**config.mk**
```make
export PLATFORM = sky130hd
export DESIGN_NAME = wdog_timer
export DESIGN_NICKNAME = d
export VERILOG_FILES = /design/src/rtl/wdt_pkg.sv /design/src/rtl/wdt_divstage.sv /design/src/rtl/wdt_grace.sv /design/src/rtl/wdog_timer.sv
export SDC_FILE = /design/constraint.sdc
export NUM_CORES = 1
export LEC_CHECK = 0
export ABC_CLOCK_PERIOD_IN_PS = 2400
export BUFFER_PORTS_ARGS = -buffer_cell sky130_fd_sc_hd__buf_2
export CAP_MARGIN = 20
export CORE_MARGIN = 3
export CORE_UTILIZATION = 40
export CTS_BUF_LIST = sky130_fd_sc_hd__clkbuf_8
export DETAILED_ROUTE_END_ITERATION = 6
export SKIP_LAST_GASP = 1
export SYNTH_ARGS = -nofsm -noshare
export SYNTH_HDL_FRONTEND = slang
export SYNTH_SLANG_ARGS = --single-unit
```
**constraint.sdc**
```tcl
create_clock -name clk -period 2.4 [get_ports clk]
set_input_delay 0.12 -clock clk [delete_from_list [all_inputs] [get_ports clk]]
set_output_delay 0.12 -clock clk [all_outputs]
set_load 0.02 [all_outputs]
```
**src/rtl/wdt_pkg.sv**
```systemverilog
// Package: shared sizes and types for the watchdog timer.
// Assumes exactly four timeout taps, selected by a 2-bit field.
package wdt_pkg;
    localparam int NUM_TAPS = 4;
    typedef logic [1:0] tap_sel_t;
endpackage

```
**src/rtl/wdt_divstage.sv**
```systemverilog
// One divider stage of the watchdog counter chain.
// Counts while en is high and emits carry on the cycle that wraps it.
// Assumes clr has priority over counting.
module wdt_divstage #(
    parameter int W = 3
) (
    input  logic clk,
    input  logic rst_n,
    input  logic en,
    input  logic clr,
    output logic carry
);
    localparam logic [W-1:0] ALL_ONES = '1;

    logic [W-1:0] cnt;

    // Count enabled ticks and clear on restart.
    always_ff @(posedge clk) begin
        if (!rst_n || clr) cnt <= '0;
        else if (en)       cnt <= cnt + 1'b1;
    end

    assign carry = en && (cnt == ALL_ONES);
endmodule

```
**src/rtl/wdt_grace.sv**
```systemverilog
// Grace-delay counter and reset-pulse generator.
// start arms the grace count. abort cancels it. After GRACE cycles a
// reset pulse of PULSE cycles is driven, and fire marks its first edge.
// Assumes GRACE >= 2 and PULSE >= 1.
module wdt_grace #(
    parameter int GRACE = 512,
    parameter int PULSE = 4
) (
    input  logic clk,
    input  logic rst_n,
    input  logic start,
    input  logic abort,
    output logic fire,
    output logic pulse
);
    localparam int GW = $clog2(GRACE + 1);
    localparam int PW = $clog2(PULSE + 1);
    localparam logic [GW-1:0] G_LAST = GW'(GRACE - 1);
    localparam logic [PW-1:0] P_LEN  = PW'(PULSE);

    logic          active;
    logic [GW-1:0] gcnt;
    logic [PW-1:0] pcnt;

    assign fire  = active && !abort && (gcnt == G_LAST);
    assign pulse = (pcnt != '0);

    // Run the grace count from arm until fire or abort.
    always_ff @(posedge clk) begin
        if (!rst_n || abort) begin
            active <= 1'b0;
            gcnt   <= '0;
        end else if (fire) begin
            active <= 1'b0;
            gcnt   <= '0;
        end else if (active) begin
            gcnt <= gcnt + 1'b1;
        end else if (start) begin
            active <= 1'b1;
            gcnt   <= '0;
        end
    end

    // Hold the reset output for PULSE cycles after fire.
    always_ff @(posedge clk) begin
        if (!rst_n)       pcnt <= '0;
        else if (fire)    pcnt <= P_LEN;
        else if (pulse)   pcnt <= pcnt - 1'b1;
    end
endmodule

```
**src/rtl/wdog_timer.sv**
```systemverilog
// Watchdog timer top. A prescaler plus cascaded divider stages produce
// four taps, and the selected tap sets a sticky interrupt flag. An armed
// reset path fires a reset pulse after a grace delay.
// Assumes the control inputs come from synchronous register writes.
module wdog_timer #(
    parameter int PRESCALE_BITS = 17,
    parameter int STAGE_BITS    = 3,
    parameter int GRACE_CYCLES  = 512,
    parameter int PULSE_CYCLES  = 4
) (
    input  logic                 clk,
    input  logic                 rst_n,
    input  logic                 restart_wr,
    input  logic                 rst_en,
    input  wdt_pkg::tap_sel_t    int_sel,
    input  logic                 wd_ie,
    input  logic                 glob_ie,
    input  logic                 flag_clr,
    input  logic                 rsflag_clr,
    output logic                 restart_bit,
    output logic                 irq_flag,
    output logic                 wdrst_flag,
    output logic                 irq,
    output logic                 wd_reset
);
    localparam int NT = wdt_pkg::NUM_TAPS;

    logic [NT-1:0] carry;
    logic          chain_clr;
    logic          timeout;
    logic          fire;

    // Latch the restart write, clearing itself on the next cycle.
    always_ff @(posedge clk) begin
        if (!rst_n) restart_bit <= 1'b0;
        else        restart_bit <= restart_wr;
    end

    assign chain_clr = restart_bit || fire;

    genvar k;
    generate
        for (k = 0; k < NT; k++) begin : g_stage
            if (k == 0) begin : g_pre
                wdt_divstage #(.W(PRESCALE_BITS)) u_div (
                    .clk(clk), .rst_n(rst_n), .en(1'b1),
                    .clr(chain_clr), .carry(carry[k])
                );
            end else begin : g_oct
                wdt_divstage #(.W(STAGE_BITS)) u_div (
                    .clk(clk), .rst_n(rst_n), .en(carry[k-1]),
                    .clr(chain_clr), .carry(carry[k])
                );
            end
        end
    endgenerate

    assign timeout = carry[int_sel] && !chain_clr;

    wdt_grace #(.GRACE(GRACE_CYCLES), .PULSE(PULSE_CYCLES)) u_grace (
        .clk(clk), .rst_n(rst_n),
        .start(timeout && rst_en),
        .abort(restart_bit || !rst_en),
        .fire(fire), .pulse(wd_reset)
    );

    // Sticky interrupt flag: set on timeout, cleared by software or reset start.
    always_ff @(posedge clk) begin
        if (!rst_n || fire) irq_flag <= 1'b0;
        else if (timeout)   irq_flag <= 1'b1;
        else if (flag_clr)  irq_flag <= 1'b0;
    end

    // Reset-cause flag: set by a watchdog reset, cleared by software or power-on.
    always_ff @(posedge clk) begin
        if (!rst_n)          wdrst_flag <= 1'b0;
        else if (fire)       wdrst_flag <= 1'b1;
        else if (rsflag_clr) wdrst_flag <= 1'b0;
    end

    assign irq = irq_flag && wd_ie && glob_ie;
endmodule

```
---- Word level (Yosys, flattened, before mapping) ----
Index checks and enable logic that the tools add are counted.
cells by class
  eq/ne operators ......................... 5
  bitwise logic cells ..................... 1
  order comparisons ....................... 1
  add/sub/neg operators ................... 6
  mux-type cells .......................... 12
  reductions and logical operators ........ 25
operators with widths
  cell                   number
  $mux 10                2
  $add 17x1->17 const B  1
  $eq 17x17->1 const B   1
  $add 10x1->10 const B  1
  $eq 10x9->1 const B    1
  $add 3x1->3 const B    3
  $eq 3x3->1 const B     3
  $logic_and 1x1->1      9
  $reduce_bool 2->1      4
  $mux 1                 7
  $mux 3                 2
  $logic_or 1x1->1       5
  $logic_not 1->1        4
  $reduce_or 2->1        2
  $lt 2x3->1 const B     1
  $reduce_bool 3->1      1
  $sub 3x1->3 const B    1
  $bmux 1 s2             1
  $not 1->1              1
word-level totals
  register bits after elaboration ......... 43
  word-level logic and storage cells ...... 61
  output and inout bits ................... 5
  bits of input ports ..................... 10

---- Logic depth before layout (Yosys ltp) ----
Gate-level depths: netlist (run 1).
  word-level depth ........................ 11
  mapped depth ............................ 9
  mapped depth without buffers ............ 8

---- Cells and area by module ----
A second synthesis (run 1) with hierarchy kept.
unflattened totals
  cell total of the unflattened synthesis .. 234
  area total of the unflattened synthesis .. 2175.8 um2
by module, submodules not included
  module                                     sequential area each (um2)  cells an instance  instances  area each (um2)
  wdt_divstage (g_stage[0].g_pre.u_div)      340.3                       93                 1          837.1
  wdt_grace                                  280.3                       84                 1          759.5
  wdt_divstage (g_stage[1].g_oct.u_div ...)  60.1                        13                 3          138.9
  wdog_timer                                 60.1                        18                 1          162.7

---- Worst setup path before layout (run 1) ----
Ideal clock, no wire load.
  path type ............................... reg2reg
  from .................................... register g_stage[0].g_pre.u_div.cnt[10]
  to ...................................... register u_grace.gcnt[1]
  arrival time ............................ 2.297 ns
  path slack .............................. -0.034 ns
  required time ........................... 2.262 ns
  library setup time ...................... 0.138 ns
  buffers on the path ..................... 1
  stages on the path, launching flop included .. 10
  clock period less this slack ............ 2.434 ns
  cells stage by stage .................... dfxtp_1 -> nand4_1 -> or3_1 -> nor4_1 -> ha_1 -> buf_4 -> nand3_1 -> o32a_1 -> nor3_4 -> nor3_1
between the ends
  word-level cells in the longest chain between the ends .. 9
RTL lines
  element                               line                RTL
  start, declared                       wdt_divstage.sv:15  logic [W-1:0] cnt;
  start signal, assigned                wdt_divstage.sv:20  else if (en) cnt <= cnt + 1'b1;
  $eq 17x17->1 *                        wdt_divstage.sv:23  assign carry = en && (cnt == ALL_ONES);
  $logic_and 1x1->1 (3 in a row)        wdt_divstage.sv:23
  $bmux 1 s2 *                          wdog_timer.sv:58    assign timeout = carry[int_sel] && !chain_clr;
  $mux 1 (implied by the code) *        wdog_timer.sv:58
  $logic_and 1x1->1 *                   wdog_timer.sv:58
  $logic_and 1x1->1 *                   wdog_timer.sv:62    .start(timeout && rst_en),
  $reduce_bool 2->1 (no source line) *  --
  end signal, assigned                  wdt_grace.sv:37     gcnt <= gcnt + 1'b1;
  end, declared                         wdt_grace.sv:22     logic [GW-1:0] gcnt;
Mark *: on every way between the ends. The rest lies on a longest branch, timed or not. The select of a mux whose other input is x is not followed.
A chain may end at the register's enable or synchronous reset.

---- Worst setup path in the final report (run 1) ----
  from .................................... register g_stage[0].g_pre.u_div.cnt[11]
  to ...................................... register u_grace.gcnt[4]
Same word-level chain as after synthesis.

==> qor.yml, run 1 <==
placement:
  place_hpwl_mm: 2.691
  placed_area_mm2: 0.002268
  portBuffers: 14
  place.gp.congestion: 0.7349
  dp_slack_ns: -0.1503
synthesis:
  ys_top_cells_by_area: "dfxtp_1 (43%), ha_1 (7.5%), nor2_1 (5.4%)"
  syn_inst: 220
  synth_fp_nets: 242
  synth-seq-cells: 43
  ys_seq_area_share_pct: 43.05
  synth_area_leader_cell: "dfxtp_1"
  synth_area_per_cell_um2: 9.088
  netlist.area_leader.share_pct: 43.05
  synth.distinct_cells: 37
  yosysWarnings: 0
  synthesis.area_mm2: 0.001999
worst_setup_path:
  critical_path.slowest_cell: "or3_4"
  path_delay_family: "simple AND/OR/NAND/NOR gates"
  cpPeakStageDelay_ns: 0.42
  crit_type: "flip-flop to flip-flop"
  crit_chain: "nand4_1 -> or3_4 -> nor4_4 -> ha_2 -> or3b_1 -> o32a_1 -> nor3_4 -> o21ai_1"
  crit_buf_inv: 0
  cp.arrival_ns: 2.57
  cp_data_required_time_ns: 2.58
  worstSetupStartpointType: "flip-flop"
  end_kind: "flip-flop"
  path_max_fanout: 6
sta:
  fin_crit_sh_pct: 99.75
  hold_viol: 0
  worstMarginPinSlew_ns: 0.7273
  rsz0062_at_grt: "true"
  fin_crit_ns: 2.394
  skew_ns: 0.009317
  max_freq_ghz: 0.4177
  drv_slew: 0
  setup_violations: 0
  maxSlewHeadroom_pct: 51.22
  fin_ws_ns: 0.006081
floorplan:
  die_w_um: 76.70
  die_h_um: 76.70
  rows: 25
  start_util_pct: 41.78
  core_mm2: 0.004786
  die_area_mm2: 0.005883
  io_pins: 15
cts:
  cts_tree: "done"
  cts_num_sinks: 43
  clkTransAtPathRegs_ns: 0.09
  cts_root_buf: "clkbuf_8"
  htree_levels: 2
  worst_skew_pair.late_latency_ns: 0.29
  cts_buffer_depth: 2
  numCtsBuffers: 5
global_routing:
  grt_use_met3_pct: 3.521
  grt_busiest_layer: "met2"
  grtUsageTotal_pct: 14.45
  grt_start_max_net_pins: 25
  met1_usage_pct: 16.56
  grt_pass1_wl_mm: 6.941
  grt_pass1_vias: 1617
  gr-total-overflow: 0
  grt_util_met2_pct: 25.09
  antenna_found_initial: 0
final_layout:
  postLayoutCellArea_mm2: 0.002529
  syn_to_final_growth_pct: 26.47
  diodes: 0
  seq_area_um2: 865.8
  nNetsFinal: 289
  drive_above_1_share_pct: 26.49
  fill_cells: 456
  multi_input_area_mm2: 0.001144
job:
  drv_cap: 0
route:
  first_pass_iters: 4
  drc_errors: 0
  vias: 1663
  routed_wl_mm: 3.992
  vias_per_cell: 4.964
  wire_per_inst_um: 11.92
  drt-initial-drc-count: 75
  antenna_left: 0
pwr:
  total_power_uw: 1435
  peakVddDrop_v: 0.0002926
  power_density_mw_per_mm2: 567.7
  p_leak_uw: 0.001023
status:
  outcome: "complete, no violations"
hold_path:
  hold_class: "primary input to flip-flop"
## final timing paths
kind                                       start                       endpoint  slack [ns]  cells after the start
setup / recovery  g_stage[0].g_pre.u_div.cnt[11]                u_grace.gcnt[4]       0.006                      8
hold / removal                        restart_wr                    restart_bit        0.03                      2
setup reg to reg  g_stage[0].g_pre.u_div.cnt[11]                u_grace.gcnt[4]       0.006                      8
hold reg to reg    g_stage[2].g_oct.u_div.cnt[2]  g_stage[2].g_oct.u_div.cnt[2]        0.47                      2
## per-layer routing
layer	vias up	part of all wire (%)
li1	853	-
met1	778	45
met2	26	50
met3	6	3.3
met4	0	1.9
met5	-	0
## per-stage QoR
stage | hold WS (ns) | TNS, ns | instances | util (%)
2_1_floorplan | 0.2375 | 0 | 220 | -
3_3_place_gp | 0.3299 | -0.4704 | 315 | 47.40
3_5_place_dp | 0.3377 | -1.298 | 315 | 47.40
4_1_cts | 0.02751 | -0.6951 | 335 | 51.90
5_1_grt | 0.03664 | -0.7701 | 335 | 52.84
6_report | 0.03159 | 0 | 335 | 52.84
## cells by family (layout without fill, tap and decap cells)
family / Yosys count / after routing / synth area share, %
simple gates: 101 / 101 / 27.10
flops: 43 / 43 / 43.05
compound gates: 24 / 24 / 7.947
xor+xnor: 20 / 20 / 8.761
buf+inv: 15 / 63 / 3.129
fa+ha+maj: 12 / 12 / 7.509
mux: 5 / 5 / 2.503
## area by class of cell
class / instances / area share [%]
multi-input combinational: 162 / 45.23
sequential: 43 / 34.24
timing repair buffer: 44 / 11.68
tap: 67 / 3.315
clock buffer: 6 / 3.266
inverter: 11 / 1.633
clock inverter: 2 / 0.6432
## timing repair
item                       CTS  global route
setup buffers               12             1
hold buffers                 0             0
pin swaps                    9            16
setup endpoints to repair   11            14
gates resized for setup      7             7
## cells in the mapped netlist, drive strengths merged
cell type / count
dfxtp: 43
nor2: 29
nand3: 15
ha: 12
nand2: 12
xnor2: 12
inv: 11
a21oi: 10
nor3: 9
xor2: 8
nor2b: 7
nand4: 6
mux2i: 5
o21ai: 5
and3: 4
nand2b: 4
nor4: 4
or3: 4
and2: 3
buf: 3
a311oi: 2
and4: 2
o21a: 2
a211oi: 1
a21bo: 1
clkbuf: 1
o21bai: 1
o31ai: 1
o32a: 1
or3b: 1
or4: 1
## flip-flops by register name, summed over array words and instances (netlist names)
name and cells:
u_grace.gcnt 10, u_grace.pcnt 3, u_grace.active 1, g_stage.g_oct.u_div.cnt 9, wdrst_flag 1, restart_bit 1, g_stage.g_pre.u_div.cnt 17, irq_flag 1
## where the power goes
part	internal, µW	total [µW]	switching, µW
clock	235	484	249
combinational	82.0	200	118
sequential	739	752	13.6
total	1060	1440	380
## cells in the final DEF, fill, tap and decap left out, types with 2 or more instances in the layout
master / Yosys / routed
and3_1: 4 / 4
nand2_1: 12 / 12
dfxtp_1: 43 / 39
xor2_1: 8 / 8
or3_1: 3 / 2
dfxtp_2: 0 / 4
inv_1: 11 / 11
xnor2_1: 12 / 12
nand4_1: 6 / 6
nand3_1: 13 / 13
and4_1: 2 / 2
o21a_1: 2 / 2
and2_1: 3 / 3
o21ai_1: 4 / 4
buf_4: 1 / 30
nor2_1: 29 / 29
nand2b_1: 4 / 4
nor3_2: 0 / 3
or3_4: 1 / 2
nor3_1: 8 / 5
buf_2: 2 / 14
a21oi_1: 10 / 10
mux2i_1: 5 / 5
ha_1: 12 / 11
nor2b_1: 7 / 7
clkbuf_8: 0 / 6
a311oi_1: 2 / 2
nor4_4: 0 / 3
(Power assumes the default switching activity.)
==> run 2, diff against run 1 <==
--- a/config.mk
+++ b/config.mk
@@ -12,7 +12,10 @@
 export CORE_UTILIZATION = 40
 export CTS_BUF_LIST = sky130_fd_sc_hd__clkbuf_8
 export DETAILED_ROUTE_END_ITERATION = 6
+export PLACE_DENSITY = 0.6
+export REMOVE_ABC_BUFFERS = 1
 export SKIP_LAST_GASP = 1
+export SLEW_MARGIN = 20
 export SYNTH_ARGS = -nofsm -noshare
 export SYNTH_HDL_FRONTEND = slang
 export SYNTH_SLANG_ARGS = --single-unit
==> qor.yml, run 2 (same netlist as run 1, synthesis figures left out) <==
worst_setup_path:
  crit_chain: "nand4_1 -> or3_4 -> nor4_4 -> ha_2 -> or3b_1 -> o32a_4 -> nor3_4 -> buf_6 -> nor3_2"
  critical_path.slowest_cell: "or3_4"
  cp-endpoint: "u_grace.gcnt[6]"
  rrSetupSlack_ns: -0.03
  end_kind: "flip-flop"
  worstSetupStartpointType: "flip-flop"
  cp_data_required_time_ns: 2.56
  crit_start: "g_stage[0].g_pre.u_div.cnt[10]"
  cpPeakStageDelay_ns: 0.43
  crit_type: "flip-flop to flip-flop"
  cp.arrival_ns: 2.59
  r2r_start: "g_stage[0].g_pre.u_div.cnt[10]"
  worstReg2RegEnd: "u_grace.gcnt[6]"
  rr_worst_depth: 9
  path_max_fanout: 4
route:
  antenna_left: 0
  vias: 1607
  wire_per_inst_um: 11.73
  vias_per_cell: 4.884
  drc_errors: 0
  first_pass_iters: 4
  drt-initial-drc-count: 79
  routed_wl_mm: 3.859
global_routing:
  grt_pass1_vias: 1478
  grt_pass1_wl_mm: 6.499
  gr-total-overflow: 0
  antenna_found_initial: 0
  grtUsageTotal_pct: 13.76
  grt_start_max_net_pins: 25
final_layout:
  layout_commonest_cell: "dfxtp_1"
  largest_register: "g_stage.g_pre.u_div.cnt"
  diodes: 0
  utilization_pct: 51.95
  nNetsFinal: 283
  fill_cells: 469
  largestRegisters: "g_stage.g_pre.u_div.cnt x17, u_grace.gcnt x10, g_stage.g_oct.u_div.cnt x9"
  syn_to_final_growth_pct: 24.34
  largest_register_ff_count: 17
  final_cell_mix: "dfxtp_1 (39), nor2_1 (29), buf_4 (22)"
  drive_above_1_share_pct: 24.43
pwr:
  internal_power_uw: 1078
  swShare_pct: 25.87
  p_leak_uw: 0.0009808
  peakVddDrop_v: 0.0003041
  p_switching_uw: 376.1
  pwr-share-comb_pct: 13.3
  clkPwrFrac_pct: 34.9
  power_density_mw_per_mm2: 584.8
  p_seq_share_pct: 51.8
floorplan:
  rows: 25
  die_w_um: 76.70
  die_area_mm2: 0.005883
  die_h_um: 76.70
  start_util_pct: 41.78
  io_pins: 15
  core_mm2: 0.004786
sta:
  rsz0062_at_grt: "true"
  setup_violations: 6
  timing.hold.ws_ns: 0.02668
  hold_viol: 0
  fin_crit_ns: 2.429
  drv_slew: 0
  worstMarginPinSlew_ns: 0.7286
  fin_crit_sh_pct: 101.2
  tns_ns: -0.1115
  maxSlewHeadroom_pct: 51.14
  max_freq_ghz: 0.4117
  fin_ws_ns: -0.02911
  skew_ns: 0.007801
placement:
  place_hpwl_mm: 2.568
  place.gp.congestion: 0.8045
  portBuffers: 14
cts:
  cts_hold_buf: 0
  cts_num_sinks: 43
  worst_skew_pair.late_latency_ns: 0.30
  cts_tree: "done"
  cts_buffer_depth: 2
  numCtsBuffers: 5
  cts_root_buf: "clkbuf_8"
  htree_levels: 2
  clkTransAtPathRegs_ns: 0.08
hold_path:
  hold_class: "primary input to flip-flop"
status:
  outcome: "finished with violations"
  violations: "setup timing"
job:
  drv_cap: 0
run 2: cell types whose count changed in the layout (fill, tap and decap cells not counted), sizes merged:
cell      change
inv           +1
clkbuf        +1
clkinvlp      -1
buf           -6
clkinv        -1
run 2: metal layers:
metal / vias to the layer above / wire, µm / track usage [%] / part of all wire [%]
li1: 841 / - / - / -
met1: 730 / 1847 / 18.05 / 48
met2: 27 / 1745 / 20.38 / 45
met3: 9 / 175 / 3.404 / 4.5
met4: 0 / 91 / 8.152 / 2.4
met5: - / 0 / 0 / 0
run 2: how the worst min path moves through the flow:
stage                           from           to  depth (start not counted)
after CTS                 restart_wr  restart_bit                          2
after detailed placement  restart_wr  restart_bit                          2
after floorplan                rst_n   wdrst_flag                          1
final                     restart_wr  restart_bit                          2
after global routing      restart_wr  restart_bit                          2
after global placement    restart_wr  restart_bit                          2
run 2: cell type report:
| class | count | area (µm²) | area share, % |
|---|---|---|---|
| clock inverters | 1 | 3.754 | 0.1510 |
| flip-flops and latches | 43 | 865.8 | 34.83 |
| repair buffers | 38 | 257.7 | 10.37 |
| multi-input cells | 162 | 1137 | 45.75 |
| clock buffers | 7 | 96.34 | 3.875 |
| well taps | 67 | 83.83 | 3.372 |
| inverters | 11 | 41.29 | 1.661 |
run 2: power groups by stage:
stage                     logic [µW]  clock network [µW]  registers, µW
final                            194                 507            753
after CTS                        197                 519            754
after global placement           195                   0            769
after floorplan                  143                   0            770
after detailed placement         195                   0            772
after global routing             228                 551            757
run 2: metrics by stage:
stage / instance area (µm²) / setup slack (ns) / cells / power, µW
2_1_floorplan: 1978 / -0.1136 / 216 / 913.0
4_1_cts: 2416 / -0.04260 / 326 / 1471
3_5_place_dp: 2275 / -0.09154 / 316 / 967.1
6_report: 2486 / -0.02911 / 329 / 1454
3_3_place_gp: 2275 / -0.01054 / 316 / 963.8
5_1_grt: 2486 / -0.1487 / 329 / 1537
run 2: what timing repair did:
| action | CTS | global route |
|---|---|---|
| pin swaps | 1 | 9 |
| setup endpoints to repair | 10 | 12 |
| buffers inserted | 2 | 3 |
| resized for setup | 7 | 10 |
run 2: critical path, delay by kind of cell (launching register included):
family	cells	cell delay, ns
buffers and inverters	1	0.14
AO/OA/AOI/OAI	1	0.24
AND/OR/NAND/NOR	6	1.34
flip-flops	1	0.33
adder cells (fa/ha/maj)	1	0.23
